<file path="config.mk">
export PLATFORM = sky130hd
export DESIGN_NAME = odbit_master
export DESIGN_NICKNAME = d
export VERILOG_FILES = /design/src/rtl/odb_pkg.sv /design/src/rtl/odb_sync.sv /design/src/rtl/odb_qtimer.sv /design/src/rtl/odb_seq.sv /design/src/rtl/odbit_master.sv
export SDC_FILE = /design/constraint.sdc
export NUM_CORES = 1
export LEC_CHECK = 0
export CORE_ASPECT_RATIO = 1.2
export CORE_UTILIZATION = 48
export DETAILED_ROUTE_END_ITERATION = 6
export HOLD_SLACK_MARGIN = 0.1
export PLACE_DENSITY_LB_ADDON = 0.3
export SYNTH_ARGS = -nofsm -noshare
export SYNTH_HDL_FRONTEND = slang
export SYNTH_HIERARCHICAL = 1
export SYNTH_SLANG_ARGS = --single-unit
</file>
<file path="constraint.sdc">
create_clock -name clk -period 2.04 [get_ports clk]
set_input_delay 0.51 -clock clk [delete_from_list [all_inputs] [get_ports clk]]
set_output_delay 0.51 -clock clk [all_outputs]
set_load 0.05 [all_outputs]
</file>
<file path="src/rtl/odb_pkg.sv">
package odb_pkg;
  // Command codes presented on cmd_kind
  localparam logic [1:0] CMD_START = 2'b00;
  localparam logic [1:0] CMD_BYTE  = 2'b01;

  // Kind of bus clock slot being generated
  typedef enum logic [1:0] {
    SL_START = 2'd0,
    SL_DATA  = 2'd1,
    SL_ACK   = 2'd2,
    SL_STOP  = 2'd3
  } slot_e;
endpackage

</file>
<file path="src/rtl/odb_sync.sv">
module odb_sync #(
  parameter int W      = 2,
  parameter int STAGES = 2
) (
  input  logic         clk,
  input  logic         rst,
  input  logic [W-1:0] d,
  output logic [W-1:0] q
);
  for (genvar i = 0; i < W; i++) begin : g_line
    logic [STAGES-1:0] sh;
    // Released bus idles high, so reset to 1
    always_ff @(posedge clk) begin
      if (rst) sh <= '1;
      else     sh <= {sh[STAGES-2:0], d[i]};
    end
    assign q[i] = sh[STAGES-1];
  end
endmodule

</file>
<file path="src/rtl/odb_qtimer.sv">
module odb_qtimer #(
  parameter int DIV = 10
) (
  input  logic       clk,
  input  logic       rst,
  input  logic       run,
  input  logic       hold,
  output logic [1:0] q,
  output logic       slot_end
);
  localparam int CW = (DIV > 1) ? $clog2(DIV) : 1;

  logic [CW-1:0] cnt;
  logic          last;

  assign last     = (cnt == CW'(DIV - 1));
  assign slot_end = run && !hold && last && (q == 2'd3);

  always_ff @(posedge clk) begin
    if (rst || !run) begin
      cnt <= '0;
      q   <= 2'd0;
    end else if (!hold) begin
      if (last) begin
        cnt <= '0;
        q   <= q + 2'd1;
      end else begin
        cnt <= cnt + 1'b1;
      end
    end
  end

  // a stretched clock freezes the quarter position
  p_stretch_freezes_r7: assert property (@(posedge clk) disable iff (rst)
    (run && hold) |=> (q == $past(q)) && (cnt == $past(cnt)));
endmodule

</file>
<file path="src/rtl/odb_seq.sv">
module odb_seq
  import odb_pkg::*;
#(
  parameter int DATA_W = 8
) (
  input  logic              clk,
  input  logic              rst,
  input  logic              cmd_valid,
  input  logic [1:0]        cmd_kind,
  input  logic [DATA_W-1:0] cmd_byte,
  input  logic              scl_s,
  input  logic              sda_s,
  input  logic [1:0]        q,
  input  logic              slot_end,
  output logic              run,
  output logic              hold,
  output logic              cmd_ready,
  output logic              bit_done,
  output logic              ack_bit,
  output logic              arb_lost,
  output logic              scl_pull,
  output logic              sda_pull
);
  localparam int BW = $clog2(DATA_W + 1);

  logic              busy, owned, park, in_byte_q;
  slot_e             slot;
  logic [DATA_W-1:0] shreg;
  logic [BW-1:0]     bitn;
  logic              scl_d, sda_d, accept, lose;

  assign accept    = cmd_valid && !busy;
  assign cmd_ready = !busy;
  assign run       = busy;
  assign hold      = busy && (slot != SL_START) && (q == 2'd2) && !scl_s;
  assign lose      = slot_end && (slot == SL_DATA) && shreg[DATA_W-1] && !sda_s;

  // Line decode per slot and quarter
  always_comb begin
    scl_d = owned;
    sda_d = owned && park;
    if (busy) begin
      unique case (slot)
        SL_START: begin scl_d = 1'b0;  sda_d = q[1]; end
        SL_DATA:  begin scl_d = !q[1]; sda_d = !shreg[DATA_W-1]; end
        SL_ACK:   begin scl_d = !q[1]; sda_d = 1'b0; end
        default:  begin scl_d = !q[1]; sda_d = (q != 2'd3); end
      endcase
    end
  end

  always_ff @(posedge clk) begin
    if (rst) begin
      busy      <= 1'b0;
      owned     <= 1'b0;
      park      <= 1'b0;
      slot      <= SL_START;
      shreg     <= '0;
      bitn      <= '0;
      bit_done  <= 1'b0;
      ack_bit   <= 1'b1;
      arb_lost  <= 1'b0;
      scl_pull  <= 1'b0;
      sda_pull  <= 1'b0;
      in_byte_q <= 1'b0;
    end else begin
      bit_done  <= 1'b0;
      scl_pull  <= scl_d;
      sda_pull  <= sda_d;
      in_byte_q <= busy && (slot == SL_DATA || slot == SL_ACK);
      if (accept) begin
        busy <= 1'b1;
        if (cmd_kind == CMD_START) begin
          slot     <= SL_START;
          arb_lost <= 1'b0;
        end else if (cmd_kind == CMD_BYTE) begin
          slot  <= SL_DATA;
          shreg <= cmd_byte;
          bitn  <= '0;
        end else begin
          slot <= SL_STOP;
        end
      end else if (slot_end) begin
        bit_done <= 1'b1;
        unique case (slot)
          SL_START: begin
            owned <= 1'b1;
            park  <= 1'b1;
            busy  <= 1'b0;
          end
          SL_DATA: begin
            if (lose) begin
              arb_lost <= 1'b1;
              busy     <= 1'b0;
              owned    <= 1'b0;
              park     <= 1'b0;
            end else begin
              shreg <= shreg << 1;
              bitn  <= bitn + 1'b1;
              if (bitn == BW'(DATA_W - 1)) slot <= SL_ACK;
            end
          end
          SL_ACK: begin
            ack_bit <= sda_s;
            busy    <= 1'b0;
            park    <= 1'b0;
          end
          default: begin
            busy  <= 1'b0;
            owned <= 1'b0;
            park  <= 1'b0;
          end
        endcase
      end
    end
  end

  // the losing bit leaves both lines released
  p_release_at_loss_r8: assert property (@(posedge clk) disable iff (rst)
    $rose(arb_lost) |-> (!scl_pull && !sda_pull));

  // flag only clears through an accepted START
  p_lost_sticky_r9: assert property (@(posedge clk) disable iff (rst)
    (arb_lost && !(accept && cmd_kind == CMD_START)) |=> arb_lost);

  // slot pulses never come back to back
  p_done_isolated_r3: assert property (@(posedge clk) disable iff (rst)
    bit_done |=> !bit_done);

  // inside a byte, SDA moves only with SCL pulled low
  p_sda_moves_low_scl_r3: assert property (@(posedge clk) disable iff (rst)
    (in_byte_q && $past(in_byte_q) && (sda_pull != $past(sda_pull))) |-> scl_pull);
endmodule

</file>
<file path="src/rtl/odbit_master.sv">
module odbit_master #(
  parameter int CLK_HZ = 125_000_000,
  parameter int SCL_HZ = 3_125_000,
  parameter int DATA_W = 8,
  parameter int SYNC_N = 2
) (
  input  logic              clk,
  input  logic              rst,
  input  logic              cmd_valid,
  input  logic [1:0]        cmd_kind,
  input  logic [DATA_W-1:0] cmd_byte,
  output logic              cmd_ready,
  output logic              bit_done,
  output logic              ack_bit,
  output logic              arb_lost,
  input  logic              scl_in,
  input  logic              sda_in,
  output logic              scl_pull,
  output logic              sda_pull
);
  localparam int DIV = CLK_HZ / (4 * SCL_HZ);

  logic [1:0] line_s;
  logic [1:0] q;
  logic       run, hold, slot_end;

  odb_sync #(.W(2), .STAGES(SYNC_N)) u_sync (
    .clk (clk),
    .rst (rst),
    .d   ({scl_in, sda_in}),
    .q   (line_s)
  );

  odb_qtimer #(.DIV(DIV)) u_timer (
    .clk      (clk),
    .rst      (rst),
    .run      (run),
    .hold     (hold),
    .q        (q),
    .slot_end (slot_end)
  );

  odb_seq #(.DATA_W(DATA_W)) u_seq (
    .clk       (clk),
    .rst       (rst),
    .cmd_valid (cmd_valid),
    .cmd_kind  (cmd_kind),
    .cmd_byte  (cmd_byte),
    .scl_s     (line_s[1]),
    .sda_s     (line_s[0]),
    .q         (q),
    .slot_end  (slot_end),
    .run       (run),
    .hold      (hold),
    .cmd_ready (cmd_ready),
    .bit_done  (bit_done),
    .ack_bit   (ack_bit),
    .arb_lost  (arb_lost),
    .scl_pull  (scl_pull),
    .sda_pull  (sda_pull)
  );
endmodule

</file>
==> results of run 1 <==
==> metal layers <==
| layer | vias up | track usage (%) | wire (microns) |
|---|---|---|---|
| met1 | 611 | 24.0 | 1380 |
| met5 | - | 0 | 0 |
| li1 | 644 | - | - |
| met3 | 7 | 8.03 | 106 |
| met4 | 0 | 8.22 | 55 |
| met2 | 23 | 39.4 | 1660 |
==> how the worst min path moves through the flow <==
stage                            from                      to  depth (start not counted)  slack, ns
4_1_cts        u_sync/g_line[0].sh[0]  u_sync/g_line[0].sh[1]                          1       0.42
3_3_place_gp   u_sync/g_line[0].sh[0]  u_sync/g_line[0].sh[1]                          1       0.39
3_5_place_dp   u_sync/g_line[0].sh[0]  u_sync/g_line[0].sh[1]                          1       0.40
2_1_floorplan  u_sync/g_line[0].sh[0]  u_sync/g_line[0].sh[1]                          1       0.38
5_1_grt        u_sync/g_line[0].sh[0]  u_sync/g_line[0].sh[1]                          1       0.43
6_report       u_sync/g_line[0].sh[0]  u_sync/g_line[0].sh[1]                          1       0.42
==> layout by cell type (no fill, tap or decap), types with 3 or more instances in the layout <==
| cell type | instances |
|---|---|
| or2_1 | 4 |
| o21ai_1 | 7 |
| nor2b_1 | 3 |
| buf_4 | 18 |
| clkbuf_4 | 5 |
| inv_1 | 6 |
| o31ai_1 | 3 |
| nand2_1 | 12 |
| nor3_1 | 3 |
| nand2b_1 | 5 |
| a21oi_1 | 16 |
| nor2_1 | 9 |
| o21ai_0 | 5 |
| mux2i_1 | 7 |
| clkdlybuf4s50_1 | 17 |
| dfxtp_1 | 31 |
==> registers in the layout, summed over array words and instances, names as in the netlist, 2 cells and up <==
| signal | cells |
|---|---|
| u_timer/cnt | 4 |
| u_timer/q | 2 |
| u_sync/g_line.sh | 4 |
| u_seq/bitn | 4 |
| u_seq/slot | 2 |
| u_seq/shreg | 8 |
==> report_power, final <==
| group | total [W] | leakage (nW) | switching, W | internal [W] |
|---|---|---|---|---|
| Clock | 0.000372 | 0.0326 | 0.000202 | 0.000170 |
| Sequential | 0.000653 | 0.261 | 0.0000112 | 0.000641 |
| Combinational | 0.000164 | 0.429 | 0.0000818 | 0.0000824 |
| Total | 0.00119 | 0.723 | 0.000295 | 0.000894 |
==> cell type report <==
| cell class | count | area (sq um) | share of cell area [%] |
|---|---|---|---|
| clock buffer | 8 | 58.8 | 3.14 |
| multi-input combinational | 113 | 766 | 40.9 |
| inverter | 7 | 30.0 | 1.60 |
| timing repair buffer | 37 | 330 | 17.6 |
| sequential | 32 | 644 | 34.4 |
| tap | 34 | 42.5 | 2.27 |
==> cell families after synthesis <==
family	count (synthesis)	synth area share (%)
xor gates and xnor gates	1	0.597
and+or+nand+nor	56	21.8
adders and majority gates	2	1.71
muxes	8	5.55
DFF	32	43.7
AOI/OAI and AO/OA	46	20.1
buffers and inverters	17	6.57
==> metrics by stage <==
step | instance area [sq um] | cells | hold slack, ns
6_report | 1870 | 231 | 0.415
4_1_cts | 1840 | 231 | 0.422
2_1_floorplan | 1480 | 162 | 0.383
5_1_grt | 1870 | 231 | 0.434
3_5_place_dp | 1780 | 223 | 0.398
3_3_place_gp | 1780 | 223 | 0.389
==> flow_summary.yaml, run 1 <==
worst_setup_path:
  cp-end-kind: "output port"
  worst-path-buf-inv: 1
  crit_start: "u_seq/sda_pull"
  rrSetupSlack_ns: 0.11
  critPathMaxStageDelay_ns: 0.79
  slowest_stage: "clkdlybuf4s50_1"
  rr_endpoint: "u_seq/shreg[4]"
  critPathRequiredTime_ns: 1.53
  cp-endpoint: "sda_pull"
  path_cells: "clkdlybuf4s50_1"
  rr_startpoint: "u_seq/run"
  critPathKind: "reg2out"
  crit_fanout: 1
  path_delay_family: "buffers and inverters"
  crit_arrival_ns: 1.45
  cp-start-kind: "flop"
  rr_worst_depth: 9
  crit_cells: 1
grt:
  grt_pass1_vias: 1338
  grt.overflow.total: 0
  grt_max_degree: 14
  grt_first_pass_wirelength_microns: 5510
  antenna_found_initial: 0
  track_usage_pct: 22.6
logic_synthesis:
  synth_top_area_share_pct: 43.7
  yosysSeqAreaShare_pct: 43.7
  synthCells: 162
  yosys-top-cells-area: "dfxtp_1 44%, a21oi_1 5.5%, mux2i_1 4.8%"
  syn_area_sq_mm: 0.00147
  synth_cell_types: 47
  async_flop_share_pct: 0
  synthTopCellsByCount: "32 x dfxtp_1, 16 x a21oi_1, 12 x nand2_1"
  yosysTopAreaCell: "dfxtp_1"
  synth_seq_cells: 32
  synthesis.nets: 179
  synth-main-ff-cell: "dfxtp_1"
  yosysWarnings: 6
  syn_avg_cell_area_sq_um: 9.05
  synth_most_common_cell: "dfxtp_1"
  synth_edf_count: 0
timing:
  finalMaxSlewViolations: 0
  finalSetupTns_ns: 0
  grt_setup_unrepaired: "false"
  fin_worst_skew_ns: 0.00888
  fin_crit_ns: 1.96
  fin_crit_sh_pct: 95.8
  setup_violations: 0
  tightest_slew_ns: 0.497
  slew_headroom_pct: 66.7
  fmax_mhz: 511
  hold_viol_final: 0
  setup_ws_ns: 0.0849
finish:
  area_growth_syn_to_layout_pct: 27.6
  fin_util_pct: 66.0
  final_nets: 213
  drive_above_1_share_pct: 19.3
  n_antenna_cell: 0
  n_fill_cell: 246
drt:
  first_pass_iters: 4
  via_per_inst: 5.56
  vias: 1285
  wire_per_inst_microns: 13.8
  drcViolationCount: 0
  finalWirelength_microns: 3190
  drtIter0Drc: 32
  antenna_left: 0
min_path:
  min_path_type: "reg2reg"
cts:
  cts_hold_buffers: 0
  cts_sinks: 32
  post-cts-setup-buffer-count: 0
  cts_buffers: 5
  cts-root-buf: "clkbuf_4"
  ctsLongestPathBuffers: 2
  cts_tree: "done"
  clk_latency_ns: 0.33
  cts-htree-levels: 2
  path_clk_slew_ns: 0.10
  ctsResizeCount: 0
placed_design:
  place_worst_setup_slack_ns: -0.0550
  hpwlAfterDp_microns: 2330
  gp_congestion: 0.812
  io_buffers: 20
power:
  p_total_w: 0.00119
  leakagePower_nw: 0.723
  powerDensity_mw_per_mm2: 635
  ir_drop_v: 0.000444
floorplanning:
  ios: 21
  die_x_microns: 52.5
  dieArea_sq_mm: 0.00328
  core-area_sq_mm: 0.00284
  die_h_microns: 62.5
  start_util_pct: 51.7
  rows: 21
flow_run:
  cap_violations: 0
outcome:
  status: "finished clean"
(Power assumes the default switching activity.)
==> inputs of run 2 (changes only) <==
==> constraint.sdc (replaced) <==
create_clock -name clk -period 2.04 [get_ports clk]
set_input_delay 0.408 -clock clk [delete_from_list [all_inputs] [get_ports clk]]
set_output_delay 0.408 -clock clk [all_outputs]
set_load 0.05 [all_outputs]
==> run 2 against run 1 <==
Compared with the run above: wire length shrank 3.9%; sequential cell count did not move; cell count shrank 1.3%; worst setup slack improved by 0.011 ns; clock skew grew 0.0047 ns; sequential share of layout area is 0.75 points higher; maximum frequency increased by 0.58%; combinational power decreased by 4%; non-clock buffer count shrank 1; register-to-register slack is essentially flat; highest routed layer unchanged.
==> flow_summary.yaml, run 2 (synthesized netlist as in run 1, its figures left out) <==
outcome:
  status: "finished clean"
floorplanning:
  rows: 21
  die_h_microns: 62.5
  core-area_sq_mm: 0.00284
  dieArea_sq_mm: 0.00328
  ios: 21
  die_x_microns: 52.5
  start_util_pct: 51.7
worst_setup_path:
  critPathRequiredTime_ns: 2.29
  crit_start: "u_seq/slot[1]"
  critPathKind: "reg2reg"
  crit_fanout: 14
  rr_worst_depth: 9
  rr_endpoint: "u_seq/shreg[7]"
  cp-endpoint: "u_seq/shreg[7]"
  cp-end-kind: "flop"
  rr_startpoint: "u_seq/slot[1]"
  rrSetupSlack_ns: 0.1
  cp-start-kind: "flop"
  crit_arrival_ns: 2.19
timing:
  fin_worst_skew_ns: 0.0136
  fmax_mhz: 514
  setup_violations: 0
  tightest_slew_ns: 0.495
  setup_ws_ns: 0.0961
  hold_viol_final: 0
  whs_ns: 0.415
  fin_crit_ns: 1.94
  finalMaxSlewViolations: 0
  fin_crit_sh_pct: 95.3
  slew_headroom_pct: 66.9
cts:
  clk_latency_ns: 0.33
  cts_tree: "done"
  cts-htree-levels: 2
  path_clk_slew_ns: 0.10
  cts_sinks: 32
  cts_hold_buffers: 0
  ctsLongestPathBuffers: 2
  cts-root-buf: "clkbuf_4"
  cts_buffers: 5
grt:
  grt_max_degree: 15
  grt_first_pass_wirelength_microns: 5190
  antenna_found_initial: 0
  grt.overflow.total: 0
  grt_pass1_vias: 1201
  track_usage_pct: 21.6
min_path:
  min_path_type: "reg2reg"
finish:
  top_register: "u_seq/shreg"
  final_nets: 212
  area_growth_syn_to_layout_pct: 25.2
  n_fill_cell: 240
  multi_input_area_sq_um: 758
  drive_above_1_share_pct: 18.6
  mostFrequentLayoutCells: "30 x dfxtp_1, 19 x clkdlybuf4s50_1, 17 x buf_4, 16 x a21oi_1, 12 x nand2_1"
  regArea_sq_um: 646
  n_antenna_cell: 0
  final_common_cell: "dfxtp_1"
  largest_reg_flops: 8
drt:
  via_per_inst: 5.58
  finalWirelength_microns: 3070
  wire_per_inst_microns: 13.5
  vias: 1273
  first_pass_iters: 4
  drcViolationCount: 0
  antenna_left: 0
  drtIter0Drc: 35
power:
  ir_drop_v: 0.000529
  leakagePower_nw: 0.691
  powerDensity_mw_per_mm2: 614
placed_design:
  io_buffers: 20
  gp_congestion: 0.800
  hpwlAfterDp_microns: 2210
  place_worst_setup_slack_ns: 0.00185
flow_run:
  cap_violations: 0
run 2: cell count changes in the layout (fill, tap and decap cells not counted):
cell,before,now
clkbuf_8,1,0
clkdlybuf4s50_1,17,19
o21ai_0,5,8
dfxtp_2,0,1
dfxtp_1,31,30
nand2b_4,2,1
buf_4,18,17
dlymetal6s2s_1,2,0
clkbuf_1,2,1
nand2b_1,5,6
o21ai_1,7,4
run 2: per-layer routing:
| metal | wire, microns | vias to the layer above | global-route usage, % |
|---|---|---|---|
| met1 | 1290 | 591 | 23.2 |
| li1 | - | 649 | - |
| met2 | 1590 | 28 | 37.0 |
| met4 | 59 | 0 | 8.88 |
| met3 | 122 | 5 | 7.30 |
| met5 | 0 | - | 0 |
run 2: how the worst min path moves through the flow:
stage / from / slack [ns] / cells after the start / to
floorplan: u_sync/g_line[0].sh[0] / 0.38 / 1 / u_sync/g_line[0].sh[1]
global placement: u_sync/g_line[0].sh[0] / 0.39 / 1 / u_sync/g_line[0].sh[1]
detailed placement: u_sync/g_line[0].sh[0] / 0.40 / 1 / u_sync/g_line[0].sh[1]
CTS: u_sync/g_line[0].sh[0] / 0.42 / 1 / u_sync/g_line[0].sh[1]
global route: u_sync/g_line[0].sh[0] / 0.45 / 1 / u_sync/g_line[0].sh[1]
finish: u_sync/g_line[0].sh[0] / 0.42 / 1 / u_sync/g_line[0].sh[1]
run 2: power by group:
| part | switching, W | internal [W] |
|---|---|---|
| Combinational | 0.0000792 | 0.0000779 |
| Sequential | 0.0000102 | 0.000641 |
| Clock | 0.000197 | 0.000122 |
| Total | 0.000286 | 0.000842 |
run 2: repair_timing:
action,in CTS,in global routing
setup buffers,0,2
endpoints found under the setup margin,0,7
gates resized for setup,0,4
run 2: per-stage QoR:
step                      util (%)  power, W  area [sq um]  setup TNS (ns)  cells
after CTS                     63.3   0.00113          1800               0    226
after floorplan                  -  0.000753          1480          -0.172    162
final                         64.7   0.00113          1840               0    228
after global routing          64.7   0.00118          1840         -0.0618    228
after global placement        61.9  0.000814          1760               0    220
after detailed placement      61.9  0.000819          1760               0    220
run 2: area by class of cell:
cell class                      instances  share of cell area [%]
Sequential cell                        32                    35.2
Clock buffer                            6                    2.25
Multi-Input combinational cell        113                    41.3
Tap cell                               34                    2.32
Inverter                                7                    1.64
Timing Repair Buffer                   36                    17.3
run 2: worst max-delay path: stages (launching register included):
cell      delay [ns]
dfxtp_1         0.33
nor2_2          0.18
nor4_4          0.07
nand2b_1        0.17
nor4_1          0.26
buf_4           0.20
a41o_4          0.22
buf_4           0.19
nor2_1          0.06
a211oi_2        0.18
